File: src/rtl/sci_rx_pkg.sv
package sci_rx_pkg;

   typedef enum logic [2:0] {
      ST_IDLE,
      ST_START,
      ST_DATA,
      ST_PAR,
      ST_STOP
   } rx_state_t;

   localparam logic [1:0] DIV_ONE  = 2'b00;
   localparam logic [1:0] DIV_MID  = 2'b01;
   localparam logic [1:0] DIV_HIGH = 2'b10;
   localparam logic [1:0] DIV_OFF  = 2'b11;

   localparam logic [1:0] PAR_EVEN = 2'b01;
   localparam logic [1:0] PAR_ODD  = 2'b10;

   function automatic logic parity_on(input logic [1:0] code);
      return (code == PAR_EVEN) || (code == PAR_ODD);
   endfunction

endpackage

File: src/rtl/sci_rx_sync.sv
module sci_rx_sync #(
   parameter int STAGES = 2
) (
   input  logic clk,
   input  logic rst_n,
   input  logic d,
   output logic q
);
   logic [STAGES-1:0] pipe;

   generate
      if (STAGES == 1) begin : g_single
         always_ff @(posedge clk or negedge rst_n)
            if (!rst_n) pipe <= '1;
            else        pipe <= d;
      end else begin : g_chain
         always_ff @(posedge clk or negedge rst_n)
            if (!rst_n) pipe <= '1;
            else        pipe <= {pipe[STAGES-2:0], d};
      end
   endgenerate

   assign q = pipe[STAGES-1];
endmodule

File: src/rtl/sci_rx_pace.sv
module sci_rx_pace #(
   parameter int CW = 7
) (
   input  logic          clk,
   input  logic          rst_n,
   input  logic          tick,
   input  logic          hold,
   input  logic [CW-1:0] limit,
   output logic          hit
);
   logic [CW-1:0] cnt;

   assign hit = tick && (cnt == limit);

   always_ff @(posedge clk or negedge rst_n)
      if (!rst_n)     cnt <= CW'(1);
      else if (hold)  cnt <= CW'(1);
      else if (hit)   cnt <= CW'(1);
      else if (tick)  cnt <= cnt + CW'(1);
endmodule

File: src/rtl/sci_rx_check.sv
module sci_rx_check #(
   parameter int DATA_W = 8
) (
   input  logic [DATA_W-1:0] raw,
   input  logic              full_len,
   input  logic [1:0]        par_code,
   input  logic              par_bit,
   output logic [DATA_W-1:0] word,
   output logic              par_bad
);
   import sci_rx_pkg::*;

   logic [DATA_W-1:0] short_word;

   generate
      for (genvar i = 0; i < DATA_W; i++) begin : g_short
         if (i == DATA_W - 1) begin : g_top
            assign short_word[i] = 1'b0;
         end else begin : g_low
            assign short_word[i] = raw[i+1];
         end
      end
   endgenerate

   assign word = full_len ? raw : short_word;

   always_comb begin
      par_bad = 1'b0;
      if (parity_on(par_code))
         par_bad = ((^word) ^ par_bit) != (par_code == PAR_ODD);
   end
endmodule

File: src/rtl/sci_rx.sv
module sci_rx #(
   parameter int DATA_W      = 8,
   parameter int MID_DIV     = 16,
   parameter int HIGH_DIV    = 64,
   parameter int SYNC_STAGES = 2
) (
   input  logic              clk,
   input  logic              rst_n,
   input  logic              rx_en,
   input  logic              rx_line,
   input  logic [1:0]        div_sel,
   input  logic [2:0]        fmt,
   input  logic              take,
   output logic [DATA_W-1:0] rx_data,
   output logic              rx_full,
   output logic              err_frame,
   output logic              err_parity,
   output logic              err_overrun
);
   import sci_rx_pkg::*;

   localparam int CW = $clog2(HIGH_DIV + 1);
   localparam int BW = $clog2(DATA_W);
   localparam logic [BW-1:0] LAST_LONG  = BW'(DATA_W - 1);
   localparam logic [BW-1:0] LAST_SHORT = BW'(DATA_W - 2);

   generate
      if (DATA_W < 2)
         $error("sci_rx: DATA_W must be at least 2");
      if (SYNC_STAGES < 1)
         $error("sci_rx: SYNC_STAGES must be at least 1");
      if ((MID_DIV < 2) || (MID_DIV % 2 != 0))
         $error("sci_rx: MID_DIV must be even and at least 2");
      if ((HIGH_DIV < MID_DIV) || (HIGH_DIV % 2 != 0))
         $error("sci_rx: HIGH_DIV must be even and not below MID_DIV");
   endgenerate

   rx_state_t         st;
   logic              line_s;
   logic              hit;
   logic [CW-1:0]     n_ticks;
   logic [CW-1:0]     limit;
   logic [BW-1:0]     bitn;
   logic [DATA_W-1:0] shreg;
   logic              pbit;
   logic [DATA_W-1:0] word;
   logic              par_bad;
   logic              off;

   sci_rx_sync #(.STAGES(SYNC_STAGES)) u_sync (
      .clk   (clk),
      .rst_n (rst_n),
      .d     (rx_line),
      .q     (line_s)
   );

   always_comb begin
      case (div_sel)
         DIV_ONE:  n_ticks = CW'(1);
         DIV_MID:  n_ticks = CW'(MID_DIV);
         default:  n_ticks = CW'(HIGH_DIV);
      endcase
   end

   assign off   = (div_sel == DIV_OFF);
   assign limit = (st == ST_START) ? (n_ticks >> 1) : n_ticks;

   sci_rx_pace #(.CW(CW)) u_pace (
      .clk   (clk),
      .rst_n (rst_n),
      .tick  (rx_en),
      .hold  (st == ST_IDLE),
      .limit (limit),
      .hit   (hit)
   );

   sci_rx_check #(.DATA_W(DATA_W)) u_check (
      .raw      (shreg),
      .full_len (fmt[2]),
      .par_code (fmt[1:0]),
      .par_bit  (pbit),
      .word     (word),
      .par_bad  (par_bad)
   );

   always_ff @(posedge clk or negedge rst_n) begin
      if (!rst_n) begin
         st          <= ST_IDLE;
         bitn        <= '0;
         shreg       <= '0;
         pbit        <= 1'b0;
         rx_data     <= '0;
         rx_full     <= 1'b0;
         err_frame   <= 1'b0;
         err_parity  <= 1'b0;
         err_overrun <= 1'b0;
      end else begin
         if (take) begin
            rx_full     <= 1'b0;
            err_overrun <= 1'b0;
         end
         if (off) begin
            st <= ST_IDLE;
         end else begin
            case (st)
               ST_IDLE: begin
                  bitn <= '0;
                  if (rx_en && !line_s)
                     st <= (div_sel == DIV_ONE) ? ST_DATA : ST_START;
               end
               ST_START: begin
                  if (hit)
                     st <= line_s ? ST_IDLE : ST_DATA;
               end
               ST_DATA: begin
                  if (hit) begin
                     shreg <= {line_s, shreg[DATA_W-1:1]};
                     bitn  <= bitn + BW'(1);
                     if (bitn == (fmt[2] ? LAST_LONG : LAST_SHORT))
                        st <= parity_on(fmt[1:0]) ? ST_PAR : ST_STOP;
                  end
               end
               ST_PAR: begin
                  if (hit) begin
                     pbit <= line_s;
                     st   <= ST_STOP;
                  end
               end
               ST_STOP: begin
                  if (hit) begin
                     st <= ST_IDLE;
                     if (rx_full && !take) begin
                        err_overrun <= 1'b1;
                     end else begin
                        rx_data    <= word;
                        rx_full    <= 1'b1;
                        err_frame  <= !line_s;
                        err_parity <= par_bad;
                     end
                  end
               end
               default: st <= ST_IDLE;
            endcase
         end
      end
   end
endmodule

File: config.mk
export PLATFORM = sky130hd
export DESIGN_NAME = sci_rx
export DESIGN_NICKNAME = d
export VERILOG_FILES = /design/src/rtl/sci_rx_pkg.sv /design/src/rtl/sci_rx_sync.sv /design/src/rtl/sci_rx_pace.sv /design/src/rtl/sci_rx_check.sv /design/src/rtl/sci_rx.sv
export SDC_FILE = /design/constraint.sdc
export NUM_CORES = 1
export LEC_CHECK = 0
export BUFFER_PORTS_ARGS = -buffer_cell sky130_fd_sc_hd__buf_2
export CORE_ASPECT_RATIO = 0.7
export CORE_MARGIN = 10
export CORE_UTILIZATION = 31
export DETAILED_ROUTE_END_ITERATION = 12
export PLACE_DENSITY = 0.48
export RECOVER_POWER = 100
export SLEW_MARGIN = 10
export SYNTH_ARGS = -nofsm -noshare
export SYNTH_HDL_FRONTEND = slang
export SYNTH_SLANG_ARGS = --single-unit
File: constraint.sdc
create_clock -name clk -period 2.3 [get_ports clk]
set_input_delay 0.23 -clock clk [delete_from_list [all_inputs] [get_ports clk]]
set_output_delay 0.23 -clock clk [all_outputs]
set_load 0.05 [all_outputs]
**After elaboration in Yosys (flattened, before gate mapping)**

Cells that the tools add are included.

- Bits of input ports: 10
- Bits in registers: 36
- Word-level logic and storage cells: 81
- Output and inout port bits: 12

- Reductions and logical operators: 16
- Eq/ne operators: 18
- Muxes and demuxes: 31
- $add $sub $neg: 2
- Bitwise logic cells: 3

Operators by type and width:

| operator | number |
|---|---|
| 7-bit 2-to-1 mux | 4 |
| 3-bit 2-to-1 mux | 9 |
| 3-bit != test (second input constant) | 6 |
| 3-bit case mux with 5 select lines | 1 |
| 7-bit case mux with 2 select lines | 1 |
| 1-bit 2-to-1 mux | 12 |
| 3-bit AND reduction | 3 |
| 8-bit 2-to-1 mux | 1 |
| 8-bit parity | 1 |
| 7-bit by 1-bit adder with 7-bit output (second input constant) | 1 |
| 7-bit == test | 1 |
| 3-bit by 2-bit == test with 1-bit output (second input constant) | 2 |
| 3-bit case mux with 2 select lines | 1 |
| 6-bit AND reduction | 1 |
| 2-bit by 1-bit == test with 1-bit output (second input constant) | 2 |
| 2-bit == test (second input constant) | 2 |
| 2-bit 2-to-1 mux | 2 |
| 4-bit AND reduction | 1 |
| 3-bit by 1-bit adder with 3-bit output (second input constant) | 1 |
| 3-bit by 1-bit == test with 1-bit output (second input constant) | 1 |
| 3-bit == test | 1 |
| 3-bit == test (second input constant) | 1 |
| 1-bit logical AND | 3 |
| 3-bit logical NOT | 1 |
| other kinds (9) | 11 |

**Logic depth before layout (Yosys ltp)**

Gate-level depths: netlist (run 1).

- Word-level depth: 8
- Gate-level depth with buffers: 8
- Mapped depth without buffers: 8

**By module**

Synthesis (run 1) repeated with hierarchy kept, for this count alone.

- Cell total of the unflattened synthesis: 178
- Area, all modules: 2068.2 um^2

By module, submodules not included:

| module | times used | area each (um^2) | sequential area each (um^2) | cells each |
|---|---|---|---|---|
| sci_rx | 1 | 1362.6 | 675.6 | 111 |
| sci_rx_pace | 1 | 429.2 | 176.4 | 43 |
| sci_rx_check | 1 | 224.0 | 0.0 | 22 |
| sci_rx_sync | 1 | 52.6 | 52.6 | 2 |

**Worst setup path after synthesis (run 1)**

OpenSTA, ideal clock, no wires.

- Kind: register to register
- Start point: reg st[2]
- End point: reg shreg[0]
- Arrival: 2.245 ns
- Buffers on the path: 0
- Data required time: 2.175 ns
- Path slack: -0.070 ns
- Stages on the path, launching flop included: 7
- Clock period less this slack: 2.370 ns
- Library setup time: 0.125 ns
- Cells stage by stage: dfrtp_1 or3b_4 a2111o_1 nand3_2 nand2_2 nor4_4 mux2_2

- Cells in the longest elaborated chain, start to end: 5
- Elaborated cells between the ends (all ways): 6
- Classes of those cells: 3 x eq/ne; 1 x mux; 2 x reduce/logical

Ends and longest elaborated chain:

| what | line | source |
|---|---|---|
| start: declaration | sci_rx.sv:38 | `rx_state_t st;` |
| start signal: assignment | sci_rx.sv:109 | `st <= (div_sel == DIV_ONE) ? ST_DATA : ST_START;` |
| start signal: assignment | sci_rx.sv:113 | `st <= line_s ? ST_IDLE : ST_DATA;` |
| start signal: assignment | sci_rx.sv:120 | `st <= parity_on(fmt[1:0]) ? ST_PAR : ST_STOP;` |
| 3-bit by 1-bit == test with 1-bit output | sci_rx.sv:66 | `assign limit = (st == ST_START) ? (n_ticks >> 1) : n_ticks;` |
| 7-bit 2-to-1 mux | sci_rx.sv:66 |  |
| 7-bit == test | sci_rx_pace.sv:13 | `assign hit = tick && (cnt == limit);` |
| 1-bit logical AND | sci_rx_pace.sv:13 |  |
| 3-bit AND reduction (no line) (*) | - |  |
| end signal: assignment | sci_rx.sv:117 | `shreg <= {line_s, shreg[DATA_W-1:1]};` |
| end: declaration | sci_rx.sv:44 | `logic [DATA_W-1:0] shreg;` |

Mark *: on every way between the ends. The rest lies on a longest branch, timed or not.
A chain may end at the register's enable or synchronous reset.

**Worst setup path in the final report (run 1)**

- Start point: reg st[1]
- End point: reg rx_data[3]

- Cells in the longest elaborated chain, start to end: 5
- Elaborated cells between the ends (all ways): 6
- Classes of those cells: 3 x eq/ne; 1 x mux; 2 x reduce/logical

Ends and longest elaborated chain:

| what | line | source |
|---|---|---|
| 3-bit by 1-bit == test with 1-bit output | sci_rx.sv:66 |  |
| 7-bit 2-to-1 mux | sci_rx.sv:66 |  |
| 7-bit == test | sci_rx_pace.sv:13 |  |
| 1-bit logical AND | sci_rx_pace.sv:13 |  |
| 4-bit AND reduction (no line) (*) | - |  |
| end signal: assignment | sci_rx.sv:135 | `rx_data <= word;` |
| end: declaration | sci_rx.sv:14 | `output logic [DATA_W-1:0] rx_data,` |

Marked as above.

==> results of run 1 <==
worst reg2reg max path, stage by stage (launching register included):
cell and delay [ps]:
dfrtp_1 420, or3b_4 420, a2111o_1 380, nand3_2 100, nand2_4 80, nor3b_4 260, buf_6 190, mux2_4 310
report_power, final:
| group | leakage [nW] | switching, mW | internal (mW) |
|---|---|---|---|
| clock | 0.0541 | 0.239 | 0.321 |
| combinational | 0.590 | 0.362 | 0.287 |
| sequential | 0.475 | 0.0566 | 0.692 |
flip-flops by register name, indices dropped and copies added, names as in the netlist, 2 cells and up:
signal / flops
u_pace.cnt: 7
rx_data: 8
st: 3
shreg: 8
u_sync.pipe: 2
bitn: 3
area by class of cell:
| type | instances | share of cell area |
|---|---|---|
| clock inverters | 3 | 0.01719 |
| well taps | 78 | 0.03943 |
| inverters | 7 | 0.01062 |
| repair buffers | 38 | 0.09555 |
| clock buffers | 5 | 0.02781 |
| flip-flops and latches | 36 | 0.3655 |
| multi-input cells | 138 | 0.4439 |
final timing paths:
kind	from	to	slack, ps	depth (start not counted)
setup reg to reg	st[1]$_DFFE_PN0P_	rx_data[3]$_DFFE_PN0P_	30	7
max in group asynchronous	rst_n	bitn[2]$_DFFE_PN0P_	690	1
setup / recovery	st[1]$_DFFE_PN0P_	rx_data[3]$_DFFE_PN0P_	30	7
min in group asynchronous	rst_n	u_pace.cnt[4]$_DFFE_PN0P_	480	1
hold reg to reg	u_sync.pipe[0]$_DFF_PN1_	u_sync.pipe[1]$_DFF_PN1_	360	0
hold / removal	rx_line	u_sync.pipe[0]$_DFF_PN1_	40	1
cells in the mapped netlist (all sizes together), types with 5 or more instances:
library cell / n / area [µm²]
o21ai: 5 / 25.02
clkbuf: 5 / 18.77
nor2: 10 / 37.54
mux2: 21 / 236.5
xor2: 7 / 61.31
xnor2: 10 / 87.58
nand3: 8 / 45.04
mux2i: 12 / 120.1
dfrtp: 33 / 825.8
nand2b: 5 / 31.28
nand2: 19 / 73.82
a21oi: 5 / 25.02
inv: 7 / 26.28
kinds of logic after synthesis:
group                    share of synthesized area
AND/OR/NAND/NOR                             0.1784
AO/OA/AOI/OAI                              0.06863
adder cells (fa/ha/maj)                    0.01872
buffers and inverters                      0.03120
flip-flops                                  0.4510
XOR/XNOR                                   0.07423
multiplexers                                0.1778
cells in the final DEF (no fill, tap or decap), drive strengths merged, types with 2 or more instances in the layout:
cell type,n
nor2,10
nor4bb,2
dfstp,3
nand2b,5
or3,2
mux2i,12
ha,3
nor4,2
dfrtp,33
nor3,3
mux2,21
nor3b,4
clkbuf,18
inv,7
xor2,7
o21ai,5
nand2,19
xnor2,10
buf,25
nand4,3
a21oi,5
nand3,8
a31oi,3
routing by layer:
layer  GRT usage  share of wire  vias to the layer above
li1            -              -                      751
met1      0.1279           0.55                      686
met2      0.1175           0.40                       26
met3     0.02410          0.042                        2
met4     0.03398         0.0091                        0
met5           0              0                        -
repair_timing:
item / 4_1_cts / 5_1_grt
setup buffers: 3 / 4
hold buffers: 0 / 0
pin swaps: 0 / 4
setup endpoints to repair: 7 / 19
cloned: 0 / 1
gates resized for setup: 1 / 15
per-stage QoR:
step           hold WS, ps  power (mW)  cell area, µm²
2_1_floorplan       -65.59       1.182            2006
4_1_cts              29.09       1.936            2395
6_report             40.36       1.958            2475
5_1_grt              27.21       2.087            2475
3_5_place_dp         336.2       1.366            2257
3_3_place_gp         336.9       1.376            2257
==> results.py, run 1 <==
metrics = {
    "timing": {
        "layout_min_cycle_time_ps": 2266,
        "worstMarginPinSlew_ps": 1963,
        "setup-violations-final": 0,
        "slew_headroom": -0.3086,
        "finClkSkew_ps": 6.094,
        "slew_viol_final": 37,
        "max_freq_ghz": 0.4414,
        "hold_viol": 0,
        "rsz0062_at_grt": "yes",
        "fin_setup_tns_ps": 0,
        "finalCritPeriodShare": 0.9850,
        "fin_ws_ps": 34.44,
    },
    "global_route": {
        "grt_use_total": 0.08777,
        "grt_remaining_overflow": 0,
        "antenna_found_initial": 0,
        "grt_pass1_vias": 1442,
        "grt_max_degree": 37,
        "grt_pass1_wl_mm": 7.127,
    },
    "cells_and_area": {
        "diodes": 0,
        "area_growth_pct": 23.39,
        "fillers": 622,
        "drive_gt1_frac": 0.2952,
        "register_area_um2": 904.6,
        "utilization": 0.3962,
        "multi_input_area_um2": 1099,
        "final_cells": 305,
        "final_nets": 239,
    },
    "clocking": {
        "cts_buffers": 5,
        "htreeDepth": 2,
        "cts_tree": "done",
        "clock_path_buffers": 2,
        "clkLatencyLatePin_ps": 290,
        "clock-root-buffer": "clkbuf_8",
        "cts_sinks": 36,
        "cts.reportedPaths.clkPinSlew_ps": 80,
    },
    "critical_path": {
        "critical_path_class": "reg2reg",
        "critical_path.max_stage_delay_ps": 420,
        "worstSetupEndpointType": "flip-flop",
        "start_kind": "flip-flop",
        "required_ps": 2480,
        "worstPathArrival_ps": 2440,
        "worstPathMaxFanout": 5,
        "crit_buf_inv": 1,
        "critical_path.top_delay_family": "simple AND/OR/NAND/NOR gates",
        "cp_slowest_cell": "dfrtp_1",
        "path_cells": "or3b_4 > a2111o_1 > nand3_2 > nand2_4 > nor3b_4 > buf_6 > mux2_4",
    },
    "die": {
        "io_pins": 22,
        "core-area_um2": 6246,
        "die_area_um2": 10140,
        "initial_core_util": 0.3211,
        "die_h_um": 87.30,
        "rows": 24,
        "die_w_um": 116.1,
    },
    "synth": {
        "async_flop_share": 1.000,
        "syn-num-nets": 203,
        "synth_flop_cell": "dfrtp_1",
        "syn_inst": 190,
        "yosysSeqAreaShare": 0.4510,
        "synth.avg_cell_area_um2": 10.56,
        "ys_seq_elements": 36,
        "synth_cell_type_count": 41,
        "synth_area_um2": 2006,
        "synth_edf_count": 0,
        "yosys_warnings": 0,
    },
    "outcome": {
        "violations": "capacitance limit, slew limit",
        "status": "complete, but fails checks",
    },
    "routing": {
        "first_pass_iters": 4,
        "first_iter_violations": 76,
        "wl_per_cell_um": 14.45,
        "drt-total-wl_mm": 4.408,
        "via_per_inst": 4.803,
        "drc": 0,
        "ant_nets": 0,
        "vias": 1465,
    },
    "run": {
        "max_cap_viol_count": 1,
    },
    "hold_path": {
        "hp-class": "in2reg",
    },
    "power_and_ir_drop": {
        "powerDensity_nw_per_um2": 791.0,
        "leakage_nw": 1.119,
        "max-vdd-ir-drop_mv": 0.2315,
    },
    "placement": {
        "dp_slack_ps": -20.22,
        "placedCellCount": 289,
        "portBuffers": 21,
        "dp_hpwl_mm": 3.079,
        "place.gp.congestion": 0.7880,
    },
}
Power figures use the tool's default switching activity.
==> run 2, diff against run 1 <==
--- a/config.mk
+++ b/config.mk
@@ -10,9 +10,11 @@
 export CORE_MARGIN = 10
 export CORE_UTILIZATION = 31
 export DETAILED_ROUTE_END_ITERATION = 12
+export MAX_ROUTING_LAYER = met4
 export PLACE_DENSITY = 0.48
 export RECOVER_POWER = 100
 export SLEW_MARGIN = 10
 export SYNTH_ARGS = -nofsm -noshare
 export SYNTH_HDL_FRONTEND = slang
+export SYNTH_HIERARCHICAL = 1
 export SYNTH_SLANG_ARGS = --single-unit
==> run 2 against run 1 <==
Compared with the run above:
- the flow still finishes with violations (capacitance limit, slew limit)
- flip-flop and latch count stayed put
- global-route usage up 0.25 points
- critical path depth stayed put
- critical endpoint is now shreg[2]$_DFFE_PN0P_
- routed wire length fell by 3.2%
- clock power is 15% lower
- critical path type unchanged
- highest routed layer unchanged
- hold slack better by 3.8 ps
- total power decreased by 3.1%
- register-to-register slack gained 80 ps
- sequential share of layout area is 0.79 points higher
- largest power group unchanged
- clock skew increased by 8.1 ps
==> results.py, run 2 <==
metrics = {
    "timing": {
        "slew_headroom": -0.3331,
        "layout_min_cycle_time_ps": 2190,
        "finalCritPeriodShare": 0.9522,
        "fin_setup_tns_ps": 0,
        "worstMarginPinSlew_ps": 2000,
        "slew_viol_final": 37,
        "hold_viol": 0,
        "setup-violations-final": 0,
        "finClkSkew_ps": 14.23,
        "max_freq_ghz": 0.4566,
        "rsz0062_at_grt": "yes",
    },
    "global_route": {
        "grt_max_degree": 37,
        "antenna_found_initial": 0,
        "grt_pass1_wl_mm": 7.348,
        "grt_remaining_overflow": 0,
        "grt_use_total": 0.09023,
        "grt_pass1_vias": 1390,
    },
    "cells_and_area": {
        "area_growth_pct": 17.12,
        "fillers": 641,
        "reg_top3": "rx_data x8, shreg x8, u_pace/cnt x7",
        "final_nets": 222,
        "utilization": 0.3823,
        "mostFrequentLayoutCell": "dfrtp_1",
        "drive_gt1_frac": 0.3048,
        "layout_common_cells": "dfrtp_1, xnor2_1, clkbuf_1, nand2_1, mux2_2",
        "diodes": 0,
    },
    "critical_path": {
        "critical_path_class": "reg2reg",
        "ff2ff_setup_slack_ps": 110,
        "crit_end": "shreg[2]$_DFFE_PN0P_",
        "required_ps": 2480,
        "worstPathArrival_ps": 2370,
        "worstSetupEndpointType": "flip-flop",
        "start_kind": "flip-flop",
        "crit_path_start": "st[1]$_DFFE_PN0P_",
        "r2r_cells": 7,
        "r2r_start": "st[1]$_DFFE_PN0P_",
        "worstPathMaxFanout": 8,
        "reg2reg_to": "shreg[2]$_DFFE_PN0P_",
    },
    "routing": {
        "first_iter_violations": 52,
        "wl_per_cell_um": 14.17,
        "ant_nets": 0,
        "vias": 1374,
        "drt-total-wl_mm": 4.265,
        "first_pass_iters": 4,
        "via_per_inst": 4.565,
        "drc": 0,
    },
    "placement": {
        "portBuffers": 21,
        "dp_hpwl_mm": 3.132,
        "place.gp.congestion": 0.7664,
    },
    "synth": {
        "yosysSeqAreaShare": 0.4374,
        "syn_inst": 178,
        "synth_edf_count": 0,
        "synth.avg_cell_area_um2": 11.62,
        "synthTopCellsByArea": "dfrtp_1, xnor2_1, mux2_2",
        "synth.most_common_cell": "dfrtp_1",
        "synth_top_area_cell": "dfrtp_1",
        "synth_flop_cell": "dfrtp_1",
        "yosysTopAreaCellShare": 0.3993,
        "netlist_top_cells_count": "dfrtp_1, xnor2_1, mux2_2, nand2_1, nor2_1",
        "synth_area_um2": 2068,
        "async_flop_share": 1.000,
        "synth_cell_type_count": 48,
        "yosys_warnings": 6,
        "ys_seq_elements": 36,
    },
    "clocking": {
        "cts_buffers": 5,
        "clkLatencyLatePin_ps": 300,
        "clock-root-buffer": "clkbuf_8",
        "cts_sinks": 36,
        "clock_path_buffers": 2,
        "post_cts_buffers": 0,
        "htreeDepth": 2,
        "ctsHoldBuffers": 0,
        "cts.reportedPaths.clkPinSlew_ps": 70,
        "cts_tree": "done",
    },
    "run": {
        "max_cap_viol_count": 1,
    },
    "die": {
        "io_pins": 22,
        "die_h_um": 88.34,
        "core-area_um2": 6336,
        "rows": 24,
        "initial_core_util": 0.3264,
        "die_area_um2": 10390,
        "die_w_um": 117.6,
    },
    "outcome": {
        "violations": "capacitance limit, slew limit",
        "status": "complete, but fails checks",
    },
    "power_and_ir_drop": {
        "max-vdd-ir-drop_mv": 0.2993,
        "leakage_nw": 1.098,
        "powerDensity_nw_per_um2": 783.2,
    },
    "hold_path": {
        "hp-class": "in2reg",
        "hold_start": "rx_line",
    },
}
run 2: layer usage:
layer	vias to the layer above	global-route usage	wire, µm
met5	-	-	0
met4	0	0.03020	46
met3	5	0.02735	181
met2	28	0.1202	1653
met1	654	0.1250	2382
li1	687	-	-
run 2: logic make-up after synthesis:
| kind of cell | Yosys count | share of synthesized area |
|---|---|---|
| other | 1 | 0.001813 |
| xor gates and xnor gates | 22 | 0.1101 |
| muxes | 30 | 0.1748 |
| and+or+nand+nor | 49 | 0.1270 |
| DFF | 36 | 0.4374 |
| adders and majority gates | 3 | 0.01815 |
| AOI/OAI and AO/OA | 24 | 0.08894 |
| buffers and inverters | 13 | 0.04174 |
run 2: per-stage QoR:
step | std cells | setup slack [ps] | hold WS, ps | instance area, µm² | total power, mW
final | 301 | 110.0 | 44.18 | 2422 | 1.897
after global routing | 301 | -57.59 | 31.02 | 2422 | 2.023
after CTS | 301 | 8.826 | 40.82 | 2412 | 1.887
after detailed placement | 293 | -34.55 | 344.4 | 2318 | 1.405
after global placement | 293 | -6.066 | 335.9 | 2318 | 1.416
after floorplan | 179 | 17.67 | -65.59 | 2086 | 1.244
run 2: layout make-up:
type | instances | area (µm²) | share of cell area
multi-input combinational | 130 | 1117 | 0.4613
sequential | 36 | 904.6 | 0.3735
timing repair buffer | 33 | 182.7 | 0.07541
tap | 91 | 113.9 | 0.04700
clock buffer | 6 | 82.58 | 0.03409
inverter | 3 | 11.26 | 0.004649
clock inverter | 2 | 10.01 | 0.004132
run 2: what timing repair did:
item / in CTS / in global routing
pin swaps: 0 / 6
setup endpoints to repair: 8 / 19
gates resized for setup: 1 / 6
run 2: worst max-delay path: stages (launching register included):
cell	delay (ps)
dfrtp_1	410
nor3b_4	270
and3b_1	210
xnor2_1	120
nand4_1	170
nor2_4	220
and3_2	330
mux2_2	350
run 2: worst min-delay path by stage:
| stage | endpoint | slack (ps) | cells past startpoint |
|---|---|---|---|
| 6_report | u_sync/pipe[0]$_DFF_PN1_ | 40 | 1 |
| 5_1_grt | u_sync/pipe[0]$_DFF_PN1_ | 30 | 1 |
| 4_1_cts | u_sync/pipe[0]$_DFF_PN1_ | 40 | 1 |
| 3_5_place_dp | u_sync/pipe[0]$_DFF_PN1_ | 340 | 1 |
| 3_3_place_gp | u_sync/pipe[0]$_DFF_PN1_ | 340 | 1 |
| 2_1_floorplan | bitn[0]$_DFFE_PN0P_ | -70 | 0 |
run 2: power by group:
part | internal [mW] | switching, mW | leakage, nW | total, mW
clock | 0.239 | 0.239 | 0.0510 | 0.478
combinational | 0.308 | 0.358 | 0.558 | 0.666
sequential | 0.694 | 0.0589 | 0.489 | 0.753
